## src/rtl/cdr_bb_pkg.sv

```systemverilog
package cdr_bb_pkg;

   typedef enum logic [1:0] {
      STEP_HOLD = 2'b00,
      STEP_UP   = 2'b01,
      STEP_DN   = 2'b10
   } step_e;

endpackage

```

## src/rtl/cdr_bb_detect.sv

```systemverilog
// Phase detector: turns a (data, previous data, edge) triple into a step decision.
module cdr_bb_detect
   import cdr_bb_pkg::*;
(
   input  logic  clk,
   input  logic  rst,
   input  logic  vld_i,
   input  logic  data_i,
   input  logic  edge_i,
   output step_e dec_o,
   output logic  dec_vld_o
);

   logic prev_q;
   logic primed_q;
   logic trans;

   always_ff @(posedge clk) begin
      if (rst) begin
         prev_q   <= 1'b0;
         primed_q <= 1'b0;
      end else if (vld_i) begin
         prev_q   <= data_i;
         primed_q <= 1'b1;
      end
   end

   assign trans     = (data_i != prev_q);
   assign dec_vld_o = vld_i && primed_q;

   always_comb begin
      dec_o = STEP_HOLD;
      if (dec_vld_o && trans) begin
         // edge matches the old bit: the boundary lies after the edge clock
         dec_o = (edge_i == prev_q) ? STEP_UP : STEP_DN;
      end
   end

endmodule

```

## src/rtl/cdr_bb_vote.sv

```systemverilog
// Optional majority filter over a window of decisions.
module cdr_bb_vote
   import cdr_bb_pkg::*;
#(
   parameter int CW       = 6,
   parameter bit HAS_VOTE = 1'b1
) (
   input  logic          clk,
   input  logic          rst,
   input  logic          en_i,
   input  logic [CW-1:0] len_i,
   input  logic [CW-1:0] thresh_i,
   input  logic          dec_vld_i,
   input  step_e         dec_i,
   output step_e         cmd_o
);

   localparam int AW = CW + 2;

   generate
      if (HAS_VOTE) begin : g_vote
         logic signed [AW-1:0] acc_q;
         logic [CW-1:0]        cnt_q;
         logic [CW-1:0]        eff_len;
         logic                 last;
         logic signed [AW-1:0] delta;
         logic signed [AW-1:0] sum;
         logic signed [AW-1:0] thr;

         assign eff_len = (len_i == '0) ? CW'(1) : len_i;
         assign last    = (cnt_q == eff_len - CW'(1));
         assign thr     = $signed({2'b00, thresh_i});

         always_comb begin
            case (dec_i)
               STEP_UP: delta = AW'(1);
               STEP_DN: delta = -AW'(1);
               default: delta = '0;
            endcase
         end

         assign sum = acc_q + delta;

         always_ff @(posedge clk) begin
            if (rst || !en_i) begin
               acc_q <= '0;
               cnt_q <= '0;
            end else if (dec_vld_i) begin
               if (last) begin
                  acc_q <= '0;
                  cnt_q <= '0;
               end else begin
                  acc_q <= sum;
                  cnt_q <= cnt_q + CW'(1);
               end
            end
         end

         always_comb begin
            cmd_o = STEP_HOLD;
            if (!en_i) begin
               cmd_o = dec_i;
            end else if (dec_vld_i && last) begin
               if (sum > thr)       cmd_o = STEP_UP;
               else if (sum < -thr) cmd_o = STEP_DN;
            end
         end
      end else begin : g_bypass
         logic unused_in;
         assign unused_in = ^{clk, rst, en_i, len_i, thresh_i, dec_vld_i};
         assign cmd_o     = dec_i;
      end
   endgenerate

endmodule

```

## src/rtl/cdr_bb_accum.sv

```systemverilog
// Wrapping phase accumulator with registered step pulses.
module cdr_bb_accum
   import cdr_bb_pkg::*;
#(
   parameter int PW = 8
) (
   input  logic          clk,
   input  logic          rst,
   input  logic [PW-1:0] init_i,
   input  step_e         cmd_i,
   output logic [PW-1:0] phase_o,
   output logic          up_o,
   output logic          dn_o
);

   always_ff @(posedge clk) begin
      if (rst) begin
         phase_o <= init_i;
         up_o    <= 1'b0;
         dn_o    <= 1'b0;
      end else begin
         up_o <= (cmd_i == STEP_UP);
         dn_o <= (cmd_i == STEP_DN);
         case (cmd_i)
            STEP_UP: phase_o <= phase_o + PW'(1);
            STEP_DN: phase_o <= phase_o - PW'(1);
            default: phase_o <= phase_o;
         endcase
      end
   end

endmodule

```

## src/rtl/cdr_bb_lock.sv

```systemverilog
// Lock flag: counts consecutive direction reversals of the step stream.
module cdr_bb_lock
   import cdr_bb_pkg::*;
#(
   parameter int LOCK_N = 4
) (
   input  logic  clk,
   input  logic  rst,
   input  step_e cmd_i,
   output logic  locked_o
);

   localparam int LW = $clog2(LOCK_N + 1);

   logic          have_q;
   logic          dir_q;
   logic [LW-1:0] rev_q;
   logic          dir;

   assign dir = (cmd_i == STEP_UP);

   always_ff @(posedge clk) begin
      if (rst) begin
         have_q <= 1'b0;
         dir_q  <= 1'b0;
         rev_q  <= '0;
      end else if (cmd_i != STEP_HOLD) begin
         have_q <= 1'b1;
         dir_q  <= dir;
         if (have_q) begin
            if (dir != dir_q) begin
               if (rev_q != LW'(LOCK_N)) rev_q <= rev_q + LW'(1);
            end else begin
               rev_q <= '0;
            end
         end
      end
   end

   assign locked_o = (rev_q == LW'(LOCK_N));

endmodule

```

## src/rtl/cdr_bb_ctrl.sv

```systemverilog
module cdr_bb_ctrl
   import cdr_bb_pkg::*;
#(
   parameter int PW       = 8,
   parameter int CW       = 6,
   parameter int LOCK_N   = 4,
   parameter bit HAS_VOTE = 1'b1
) (
   input  logic          clk,
   input  logic          rst,
   input  logic [PW-1:0] init_code,
   input  logic          vote_en,
   input  logic [CW-1:0] vote_len,
   input  logic [CW-1:0] vote_thresh,
   input  logic          sample_vld,
   input  logic          data_smp,
   input  logic          edge_smp,
   output logic [PW-1:0] phase_code,
   output logic          step_up,
   output logic          step_dn,
   output logic          locked
);

   generate
      if (PW < 2) begin : g_bad_pw
         $error("cdr_bb_ctrl: PW must be at least 2");
      end
      if (CW < 1) begin : g_bad_cw
         $error("cdr_bb_ctrl: CW must be at least 1");
      end
      if (LOCK_N < 1) begin : g_bad_lock
         $error("cdr_bb_ctrl: LOCK_N must be at least 1");
      end
   endgenerate

   step_e dec;
   logic  dec_vld;
   step_e cmd;

   cdr_bb_detect i_detect (
      .clk       (clk),
      .rst       (rst),
      .vld_i     (sample_vld),
      .data_i    (data_smp),
      .edge_i    (edge_smp),
      .dec_o     (dec),
      .dec_vld_o (dec_vld)
   );

   cdr_bb_vote #(.CW(CW), .HAS_VOTE(HAS_VOTE)) i_vote (
      .clk       (clk),
      .rst       (rst),
      .en_i      (vote_en),
      .len_i     (vote_len),
      .thresh_i  (vote_thresh),
      .dec_vld_i (dec_vld),
      .dec_i     (dec),
      .cmd_o     (cmd)
   );

   cdr_bb_accum #(.PW(PW)) i_accum (
      .clk     (clk),
      .rst     (rst),
      .init_i  (init_code),
      .cmd_i   (cmd),
      .phase_o (phase_code),
      .up_o    (step_up),
      .dn_o    (step_dn)
   );

   cdr_bb_lock #(.LOCK_N(LOCK_N)) i_lock (
      .clk      (clk),
      .rst      (rst),
      .cmd_i    (cmd),
      .locked_o (locked)
   );

endmodule

```

## config.mk

```make
export PLATFORM = sky130hd
export DESIGN_NAME = cdr_bb_ctrl
export DESIGN_NICKNAME = d
export VERILOG_FILES = /design/src/rtl/cdr_bb_pkg.sv /design/src/rtl/cdr_bb_detect.sv /design/src/rtl/cdr_bb_vote.sv /design/src/rtl/cdr_bb_accum.sv /design/src/rtl/cdr_bb_lock.sv /design/src/rtl/cdr_bb_ctrl.sv
export SDC_FILE = /design/constraint.sdc
export NUM_CORES = 1
export LEC_CHECK = 0
export ABC_AREA = 1
export BUFFER_PORTS_ARGS = -buffer_cell sky130_fd_sc_hd__buf_2
export CORE_MARGIN = 8
export CORE_UTILIZATION = 55
export CTS_BUF_LIST = sky130_fd_sc_hd__clkbuf_8
export CTS_CLUSTER_DIAMETER = 200
export CTS_CLUSTER_SIZE = 24
export DETAILED_ROUTE_END_ITERATION = 16
export PLACE_DENSITY = 0.77
export SYNTH_ARGS = -nofsm -noshare
export SYNTH_HDL_FRONTEND = slang
export SYNTH_SLANG_ARGS = --single-unit
```

## constraint.sdc

```tcl
create_clock -name clk -period 6.7 [get_ports clk]
set_input_delay 1.34 -clock clk [delete_from_list [all_inputs] [get_ports clk]]
set_output_delay 1.34 -clock clk [all_outputs]
set_load 0.05 [all_outputs]
```

==> impl_metrics.py <==
metrics = {
    "run_status": {
        "outcome": "completed",
    },
    "worst_setup_path": {
        "critPathKind": "in2reg",
        "critPathMaxFanout": 13,
        "worstReg2RegEnd": "i_accum.phase_o[7]",
        "r2r_slack_ns": 1.48,
        "crit_slowest_cell": "ha_1",
        "critPathRequiredTime_ns": 6.73,
        "critPathCaptureType": "flop",
        "path_common_cell": "nand2_1",
        "critPathArrivalTime_ns": 6.07,
        "max_stage_delay_ns": 0.37,
        "r2r-start": "i_detect.primed_q",
        "rr_worst_depth": 37,
        "start_kind": "primary input",
    },
    "route": {
        "firstDrtPassIters": 4,
        "avgRoutedWirePerCell_um": 12.4,
        "vias_per_cell": 5.16,
        "drt_iter0_markers": 110,
        "vias": 2445,
        "drc_errors": 0,
        "drt_wl_total_mm": 5.88,
        "ant_nets": 0,
    },
    "clock_tree": {
        "cts_buffers": 5,
        "cts.sinks": 31,
        "cts_tree": "yes",
        "cts_hold_buf": 0,
        "clk_pin_slew_ns": 0.06,
        "h-tree-depth": 2,
        "clockBufferDepth": 2,
        "insertion_delay_ns": 0.28,
        "cts-root-buf": "clkbuf_8",
    },
    "floorplan": {
        "dieHeight_um": 84.6,
        "num_io_pins": 37,
        "core_region_area_um2": 4630,
        "rows": 25,
        "dieArea_um2": 7160,
        "start_util": 0.559,
        "die_w_um": 84.6,
    },
    "placement": {
        "dp_hpwl_mm": 4.77,
        "port_buffers": 36,
        "routabilityCongestion": 0.890,
    },
    "synth": {
        "synth_nets": 435,
        "ys_types": 33,
        "synthCells": 378,
        "synth.yosys.seq_area_share": 0.271,
        "synth-seq-cells": 31,
        "syn-cell-area_um2": 2590,
        "synth_warnings": 0,
        "avgSynthCellArea_um2": 6.85,
    },
    "sta": {
        "tightestPinTransition_ns": 0.695,
        "fin_crit_sh": 0.902,
        "hold_viol": 0,
        "tns_ns": 0,
        "fin_crit_ns": 6.04,
        "fin_skew_ns": 0.00514,
        "slew_headroom": 0.536,
        "setup_viol": 0,
        "clock.fmax_mhz": 165,
        "rsz0062_at_grt": "no",
        "slew_violations": 0,
    },
    "grt": {
        "antenna_found_initial": 0,
        "grt_max_degree": 18,
        "grt_pass1_vias": 2366,
        "grt_util_all_layers": 0.170,
        "grt_pass1_wl_mm": 10.1,
        "grt-ovfl-total": 0,
    },
    "finish": {
        "final_cell_mix": "nand2_1 (92), inv_1 (53), nor2_1 (43), buf_2 (36), nand3_1 (30)",
        "final_core_util": 0.635,
        "area_growth_pct": 13.6,
        "n_antenna_cell": 0,
        "nNetsFinal": 476,
        "layout_commonest_cell": "nand2_1",
        "layout-drive-gt1-share": 0.157,
    },
    "worst_hold_path": {
        "hold_path_startpoint": "i_vote.g_vote.acc_q[0]",
        "hold_depth": 2,
        "min_path_type": "reg2reg",
        "min_to": "i_vote.g_vote.acc_q[0]",
    },
    "pwr": {
        "powerDensity_nw_per_um2": 166,
        "peakVddDrop_mv": 0.122,
        "leakage_nw": 1.60,
    },
    "run": {
        "max_cap_violations": 0,
    },
}
[per-stage QoR]
stage	area [um2]	worst slack, ns	total power, mW	hold WS, ns	cells
after global placement	2830	0.621	0.307	0.462	466
after floorplan	2590	1.05	0.282	0.450	378
after CTS	2940	0.583	0.490	0.479	474
after global routing	2940	0.0881	0.511	0.488	474
after detailed placement	2830	0.368	0.311	0.469	466
final	2940	0.657	0.488	0.478	474
[layout make-up]
class / count / area [um2]
Clock buffer: 5 / 68.8
Clock inverter: 3 / 38.8
Timing Repair Buffer: 37 / 188
Sequential cell: 31 / 701
Multi-Input combinational cell: 284 / 1650
Tap cell: 54 / 67.6
Inverter: 60 / 228
Fill cell: 443 / 1690
[synth_stat cells]
cell | instances | share of area
nand2_1 | 92 | 0.13
inv_1 | 54 | 0.078
nor2_1 | 43 | 0.062
nand3_1 | 30 | 0.058
ha_1 | 29 | 0.14
a21oi_1 | 24 | 0.046
dfxtp_1 | 23 | 0.18
xor2_1 | 15 | 0.051
edfxtp_1 | 8 | 0.093
nand2_2 | 8 | 0.019
o21ai_0 | 8 | 0.015
nand4_1 | 6 | 0.015
nor2_2 | 5 | 0.012
xnor2_1 | 4 | 0.014
clkbuf_1 | 3 | 0.0043
clkinv_1 | 3 | 0.0043
fa_1 | 2 | 0.015
inv_2 | 2 | 0.0029
nand3_2 | 2 | 0.0077
nand3b_1 | 2 | 0.0058
o21bai_1 | 2 | 0.0058
o31ai_1 | 2 | 0.0058
a21boi_0 | 1 | 0.0029
a21o_1 | 1 | 0.0029
a31oi_1 | 1 | 0.0024
and2_1 | 1 | 0.0024
inv_4 | 1 | 0.0024
nand3b_2 | 1 | 0.0043
nor2_4 | 1 | 0.0043
nor3_1 | 1 | 0.0019
o211ai_2 | 1 | 0.0048
o21ai_1 | 1 | 0.0019
or2_0 | 1 | 0.0024
[cell families (layout without fill, tap and decap cells)]
family,after synthesis,count (layout),share of synthesized area
AO/OA/AOI/OAI,41,41,0.0884
XOR/XNOR,19,19,0.0643
adder cells (fa/ha/maj),31,31,0.156
buffers and inverters,63,105,0.0923
flip-flops,31,31,0.271
AND/OR/NAND/NOR,193,193,0.329
[power by group]
group,leakage [nW],switching (mW),internal (mW)
Combinational,1.28,0.0686,0.0337
Sequential,0.265,0.00499,0.200
Clock,0.0556,0.0711,0.109
[metal layers]
metal / part of all wire / track usage
met5: 0 / 0
met4: 0.013 / 0.0534
met3: 0.038 / 0.0449
met2: 0.49 / 0.304
met1: 0.46 / 0.191
[worst max-delay path, delay by kind of cell]
kind,cells,cell delay [ns]
AO/OA/AOI/OAI,6,0.95
XOR/XNOR,1,0.23
adder cells (fa/ha/maj),3,1.00
buffers and inverters,6,0.58
AND/OR/NAND/NOR,22,1.96
[worst max path at each step]
stage	start	endpoint	slack [ns]	depth (start not counted)
2_1_floorplan	sample_vld	i_accum.phase_o[7]	1.05	37
3_3_place_gp	sample_vld	i_accum.phase_o[7]	0.62	38
3_5_place_dp	sample_vld	i_accum.phase_o[7]	0.37	38
4_1_cts	sample_vld	i_accum.phase_o[7]	0.58	38
5_1_grt	sample_vld	i_accum.phase_o[7]	0.09	38
6_report	sample_vld	i_accum.phase_o[7]	0.66	38
[sequential cells by signal (all words and copies together) (netlist names)]
signal	count
i_accum.dn_o	1
i_accum.phase_o	8
i_accum.up_o	1
i_detect.prev_q	1
i_detect.primed_q	1
i_lock.dir_q	1
i_lock.have_q	1
i_lock.rev_q	3
i_vote.g_vote.acc_q	8
i_vote.g_vote.cnt_q	6
[what timing repair did]
item,CTS,global route
setup buffers,0,0
gates resized for setup,0,1
endpoints found under the setup margin,0,1
No activity file was read; power rests on OpenSTA's default activity.
